### config.mk
export PLATFORM = sky130hd
export DESIGN_NAME = modem_status_tracker
export DESIGN_NICKNAME = d
export VERILOG_FILES = /design/src/rtl/mst_pkg.sv /design/src/rtl/mst_sync.sv /design/src/rtl/mst_delta.sv /design/src/rtl/modem_status_tracker.sv
export SDC_FILE = /design/constraint.sdc
export NUM_CORES = 1
export LEC_CHECK = 0
export ABC_AREA = 1
export BUFFER_PORTS_ARGS = -buffer_cell sky130_fd_sc_hd__buf_2
export CAP_MARGIN = 5
export CORE_AREA = 2 2 39 41
export DETAILED_ROUTE_END_ITERATION = 8
export DIE_AREA = 0 0 41 43
export HOLD_SLACK_MARGIN = 0.02
export PLACE_DENSITY = 0.61
export SLEW_MARGIN = 15
export SYNTH_ARGS = -nofsm -noshare
export SYNTH_HDL_FRONTEND = slang
export SYNTH_SLANG_ARGS = --single-unit
### constraint.sdc
create_clock -name clk -period 1.4 [get_ports clk]
set_input_delay 0.28 -clock clk [delete_from_list [all_inputs] [get_ports clk]]
set_output_delay 0.28 -clock clk [all_outputs]
set_load 0.01 [all_outputs]
### src/rtl/mst_pkg.sv
package mst_pkg;
  localparam int unsigned LINES = 3;
  localparam int unsigned STAT_W = 8;
  localparam int unsigned SYNC_STAGES = 2;
  // line index order inside internal vectors
  localparam int unsigned L_CTS = 0;
  localparam int unsigned L_DSR = 1;
  localparam int unsigned L_DCD = 2;
  // status bit positions (software-visible, fixed)
  localparam int unsigned B_DCTS = 0;
  localparam int unsigned B_DDSR = 1;
  localparam int unsigned B_DDCD = 3;
  localparam int unsigned B_CTS  = 4;
  localparam int unsigned B_DSR  = 5;
  localparam int unsigned B_DCD  = 7;
  typedef logic [LINES-1:0] line_vec_t;
endpackage

### src/rtl/mst_sync.sv
module mst_sync #(
  parameter int unsigned WIDTH = 3,
  parameter int unsigned STAGES = 2,
  parameter logic [WIDTH-1:0] RST_VAL = '1
) (
  input  logic             clk,
  input  logic             rst,
  input  logic [WIDTH-1:0] d_i,
  output logic [WIDTH-1:0] q_o
);
  logic [STAGES-1:0][WIDTH-1:0] chain_q;

  always_ff @(posedge clk) begin
    if (rst) chain_q[0] <= RST_VAL;
    else     chain_q[0] <= d_i;
  end

  for (genvar s = 1; s < STAGES; s++) begin : g_stage
    always_ff @(posedge clk) begin
      if (rst) chain_q[s] <= RST_VAL;
      else     chain_q[s] <= chain_q[s-1];
    end
  end

  assign q_o = chain_q[STAGES-1];
endmodule

### src/rtl/mst_delta.sv
module mst_delta #(
  parameter int unsigned WIDTH = 3,
  parameter logic [WIDTH-1:0] RST_VAL = '1
) (
  input  logic             clk,
  input  logic             rst,
  input  logic [WIDTH-1:0] line_i,
  input  logic             rd_stb,
  input  logic             msi_en,
  output logic [WIDTH-1:0] delta_o,
  output logic             irq_o
);
  logic [WIDTH-1:0] prev_q, delta_q, delta_d, change;
  logic             irq_q;

  assign change  = line_i ^ prev_q;
  assign delta_d = (rd_stb ? '0 : delta_q) | change;

  always_ff @(posedge clk) begin
    if (rst) begin
      prev_q  <= RST_VAL;
      delta_q <= '0;
      irq_q   <= 1'b0;
    end else begin
      prev_q  <= line_i;
      delta_q <= delta_d;
      irq_q   <= msi_en && (|delta_d);
    end
  end

  assign delta_o = delta_q;
  assign irq_o   = irq_q;

  assert_flag_sticky_R2: assert property (@(posedge clk) disable iff (rst)
    !rd_stb |=> ((delta_q & $past(delta_q)) == $past(delta_q)));
  assert_change_flags_R2: assert property (@(posedge clk) disable iff (rst)
    (|change) |=> (|delta_q));
  assert_read_clears_R3: assert property (@(posedge clk) disable iff (rst)
    (rd_stb && change == '0) |=> (delta_q == '0));
  assert_irq_has_flag_R4: assert property (@(posedge clk) disable iff (rst)
    irq_q |-> (|delta_q));
  assert_irq_drop_R5: assert property (@(posedge clk) disable iff (rst)
    !msi_en |=> !irq_q);
  assert_reset_clear_R7: assert property (@(posedge clk)
    rst |=> (delta_q == '0 && !irq_q));
endmodule

### src/rtl/modem_status_tracker.sv
module modem_status_tracker
  import mst_pkg::*;
(
  input  logic       clk,
  input  logic       rst,
  input  logic       cts_n,
  input  logic       dsr_n,
  input  logic       dcd_n,
  input  logic       rd_stb,
  input  logic       msi_en,
  output logic [7:0] status_o,
  output logic       irq_o
);
  line_vec_t pins_n, sync_n, delta;

  assign pins_n[L_CTS] = cts_n;
  assign pins_n[L_DSR] = dsr_n;
  assign pins_n[L_DCD] = dcd_n;

  mst_sync #(.WIDTH(LINES), .STAGES(SYNC_STAGES), .RST_VAL('1)) u_sync (
    .clk(clk), .rst(rst), .d_i(pins_n), .q_o(sync_n)
  );

  mst_delta #(.WIDTH(LINES), .RST_VAL('1)) u_delta (
    .clk(clk), .rst(rst), .line_i(sync_n), .rd_stb(rd_stb),
    .msi_en(msi_en), .delta_o(delta), .irq_o(irq_o)
  );

  always_comb begin
    status_o         = '0;
    status_o[B_DCTS] = delta[L_CTS];
    status_o[B_DDSR] = delta[L_DSR];
    status_o[B_DDCD] = delta[L_DCD];
    status_o[B_CTS]  = ~sync_n[L_CTS];
    status_o[B_DSR]  = ~sync_n[L_DSR];
    status_o[B_DCD]  = ~sync_n[L_DCD];
  end

  assert_spare_bits_R6: assert property (@(posedge clk) disable iff (rst)
    irq_o |-> (status_o[2] == 1'b0 && status_o[6] == 1'b0 && (status_o[3:0] != 4'd0)));
endmodule

==> metrics.txt <==
# TYPE chip_impl_metric gauge
chip_impl_info{name="outcome",value="complete, no violations"} 1
chip_impl_metric{name="pin_count_of_the_biggest_net_entering_global_routing",unit=""} 8
chip_impl_metric{name="max-clock-path-buffers",unit=""} 2
chip_impl_metric{name="rows",unit=""} 14
chip_impl_metric{name="routed_wl",unit="microns"} 644
chip_impl_info{name="critical_path.startpoint",value="u_sync.q_o[1]"} 1
chip_impl_metric{name="vias",unit=""} 340
chip_impl_metric{name="finClkSkew",unit="ns"} 0.003101
chip_impl_info{name="worstHoldStart",value="dcd_n"} 1
chip_impl_metric{name="floorplan.initialDensity",unit="%"} 32.46
chip_impl_metric{name="grt_first_pass_wirelength",unit="mm"} 1.000
chip_impl_metric{name="avgViaCountPerCell",unit=""} 3.953
chip_impl_metric{name="dp.final_hpwl",unit="microns"} 489.9
chip_impl_metric{name="final_nets",unit=""} 78
chip_impl_info{name="kind_of_start_point_of_the_critical_path",value="flip-flop"} 1
chip_impl_metric{name="drt-pass1-iter-count",unit=""} 1
chip_impl_info{name="netlist_top_cells_area",value="sky130_fd_sc_hd__dfxtp_1, sky130_fd_sc_hd__nand2_1, sky130_fd_sc_hd__or2_2, sky130_fd_sc_hd__inv_1, sky130_fd_sc_hd__buf_4"} 1
chip_impl_info{name="clock-root-buffer",value="sky130_fd_sc_hd__clkbuf_4"} 1
chip_impl_metric{name="die_height",unit="microns"} 43
chip_impl_metric{name="die_area",unit="sq mm"} 0.001763
chip_impl_metric{name="die_width",unit="microns"} 41
chip_impl_info{name="synth_top_cells_by_count",value="sky130_fd_sc_hd__nand2_1, sky130_fd_sc_hd__dfxtp_1, sky130_fd_sc_hd__inv_1"} 1
chip_impl_metric{name="routabilityCongestion",unit=""} 0.6212
chip_impl_info{name="cts_tree",value="yes"} 1
chip_impl_metric{name="power_per_cell_area",unit="mW/mm^2"} 1231
chip_impl_metric{name="max_cap_violation_count",unit=""} 0
chip_impl_info{name="criticalPathCategory",value="reg2out"} 1
chip_impl_metric{name="core_util_final",unit="%"} 39.69
chip_impl_metric{name="final_min_period_over_clock_period",unit="%"} 76.87
chip_impl_metric{name="cts.sinks",unit=""} 13
chip_impl_metric{name="max_clock_freq",unit="GHz"} 0.9292
chip_impl_info{name="yosys_top_cell_by_area",value="sky130_fd_sc_hd__dfxtp_1"} 1
chip_impl_metric{name="post_cts_resize_count",unit=""} 0
chip_impl_metric{name="fillerInstances",unit=""} 158
chip_impl_metric{name="slew_violations",unit=""} 0
chip_impl_metric{name="cts_setup_buffers",unit=""} 0
chip_impl_info{name="yosys_most_used_dff",value="sky130_fd_sc_hd__dfxtp_1"} 1
chip_impl_metric{name="drt-wirelength-per-cell",unit="microns"} 7.488
chip_impl_info{name="worstPathCellList",value="inv_2 > buf_2"} 1
chip_impl_metric{name="antenna_cells",unit=""} 0
chip_impl_metric{name="crit_required",unit="ns"} 1.12
chip_impl_info{name="worst_flop_to_flop_path_startpoint",value="u_sync.q_o[1]"} 1
chip_impl_metric{name="synth_cell_types",unit=""} 13
chip_impl_metric{name="cts_inserted_buffers",unit=""} 3
chip_impl_metric{name="seq_total_area_yosys",unit="%"} 57.94
chip_impl_metric{name="power.ir.vdd_worst",unit="mV"} 0.4566
chip_impl_metric{name="core",unit="sq mm"} 0.001384
chip_impl_metric{name="drt-initial-drc-count",unit=""} 0
chip_impl_metric{name="yosys_register_bits",unit=""} 13
chip_impl_metric{name="register_clock_pin_slew_on_the_reported_worst_setup_and_hold_paths",unit="ns"} 0.07
chip_impl_metric{name="cts_max_level",unit=""} 1
chip_impl_metric{name="drive_above_1_share",unit="%"} 38.57
chip_impl_metric{name="p_leak",unit="uW"} 0.0003247
chip_impl_metric{name="worst-endpoint-arrival",unit="ns"} 0.80
chip_impl_metric{name="grt_pass1_vias",unit=""} 283
chip_impl_metric{name="fin_setup_tns",unit="ns"} 0
chip_impl_metric{name="grt_usage",unit="%"} 9.384
chip_impl_metric{name="report.final.setup_viol",unit=""} 0
chip_impl_metric{name="globalRouteOverflowTotal",unit=""} 0
chip_impl_info{name="synth.most_common_cell",value="sky130_fd_sc_hd__nand2_1"} 1
chip_impl_info{name="cp_top_family",value="flip-flops"} 1
chip_impl_metric{name="rrSetupSlack",unit="ns"} 0.59
chip_impl_metric{name="antenna_found_initial",unit=""} 0
chip_impl_metric{name="period_minus_slack",unit="ns"} 1.076
chip_impl_metric{name="edff_count_synth",unit=""} 0
chip_impl_metric{name="worstPathBufferInverterCount",unit=""} 2
chip_impl_info{name="worst_hold_path_type",value="in2reg"} 1
chip_impl_metric{name="netlist.area_leader.share",unit="%"} 57.94
chip_impl_info{name="critical-path-slowest-cell",value="sky130_fd_sc_hd__dfxtp_1"} 1
chip_impl_metric{name="drt_drc_violations_left",unit=""} 0
chip_impl_metric{name="flow.area_growth_from_synthesis",unit="%"} 22.28
chip_impl_metric{name="syn_area",unit="sq um"} 449.2
chip_impl_metric{name="portBuffers",unit=""} 13
chip_impl_metric{name="finalHoldViolations",unit=""} 0
chip_impl_info{name="unrepaired_setup_endpoints_after_global_routing",value="false"} 1
chip_impl_metric{name="cts.hold.buffers_added",unit=""} 0
chip_impl_metric{name="synthArstFlopShare",unit="%"} 0
chip_impl_metric{name="worst_path_largest_cell_delay",unit="ns"} 0.34
chip_impl_metric{name="avg_cell_area_syn",unit="sq um"} 8.318
chip_impl_metric{name="drtAntennaViolNets",unit=""} 0
chip_impl_metric{name="synth.yosys.warnings",unit=""} 0
chip_impl_metric{name="synth_cells",unit=""} 54
chip_impl_metric{name="pin_count",unit=""} 16
chip_impl_metric{name="clkLatencyLatePin",unit="ns"} 0.27
chip_impl_info{name="critical_path.endpoint_type",value="primary output"} 1
chip_impl_metric{name="cp_max_fo",unit=""} 3
## worst paths after layout
check,to,cells after the start
worst min-delay path,u_sync.chain_q[2],2
worst max register to register,u_delta.irq_o,5
worst min register to register,u_sync.q_o[1],1
worst max-delay path,status_o[5],2
## state kept, by name, summed over array words and instances (netlist names)
signal	count
u_delta.irq_o	1
u_sync.chain_q	3
u_delta.prev_q	3
u_sync.q_o	3
u_delta.delta_o	3
## stage by stage
stage / worst slack [ns] / area, sq um / hold slack [ns] / total power [uW] / instances
6_report: 0.3238 / 549.3 / 0.1868 / 676.0 / 86
5_1_grt: 0.2480 / 549.3 / 0.1789 / 720.6 / 86
4_1_cts: 0.3051 / 549.3 / 0.1758 / 689.6 / 86
3_5_place_dp: 0.5266 / 523.0 / 0.3974 / 461.2 / 82
3_3_place_gp: 0.5441 / 523.0 / 0.3946 / 459.3 / 82
2_1_floorplan: 0.6336 / 452.9 / 0.3838 / 441.5 / 55
## logic make-up after synthesis
family	count (synthesis)	share of synthesized area, %
compound gates	2	2.226
buf+inv	12	11.70
flops	13	57.94
other cells	1	0.8349
simple gates	26	27.30
## power by group
part	switching, uW	total, uW	internal [uW]
clock network	114	225	110
registers	5.83	392	386
logic	32.4	58.9	26.5
## cell usage in the layout (no fill, tap or decap)
cell type,netlist,layout
sky130_fd_sc_hd__nand3_1,1,1
sky130_fd_sc_hd__nor2_1,3,3
sky130_fd_sc_hd__clkbuf_1,0,1
sky130_fd_sc_hd__nand2_2,1,1
sky130_fd_sc_hd__inv_1,7,7
sky130_fd_sc_hd__a21oi_1,1,1
sky130_fd_sc_hd__conb_1,1,2
sky130_fd_sc_hd__nand2_1,14,14
sky130_fd_sc_hd__o21ai_0,1,1
sky130_fd_sc_hd__nand3_2,1,1
sky130_fd_sc_hd__inv_2,3,3
sky130_fd_sc_hd__clkbuf_4,0,3
sky130_fd_sc_hd__or2_2,6,6
sky130_fd_sc_hd__dfxtp_1,13,13
sky130_fd_sc_hd__buf_2,0,13
## worst reg2reg max path, cell delays in order, from the launching register on
cell and delay [ns]:
sky130_fd_sc_hd__dfxtp_1 0.34, sky130_fd_sc_hd__inv_2 0.05, sky130_fd_sc_hd__nand2_2 0.05, sky130_fd_sc_hd__nand3_2 0.07, sky130_fd_sc_hd__nor2_1 0.11, sky130_fd_sc_hd__a21oi_1 0.07
## layer usage
metal	GRT usage (%)	routed length, microns
met5	0	0
met1	8.497	280
met2	13.44	297
met4	8.000	0
met3	6.283	66
## final cells by class
type / instances / area, sq um / share of cell area, %
Sequential cell: 13 / 260.3 / 47.38
Clock buffer: 4 / 26.28 / 4.784
Inverter: 10 / 37.54 / 6.834
Tap cell: 16 / 20.02 / 3.645
Timing Repair Buffer: 13 / 65.06 / 11.85
Multi-Input combinational cell: 30 / 140.1 / 25.51
No activity file was read; power rests on OpenSTA's default activity.
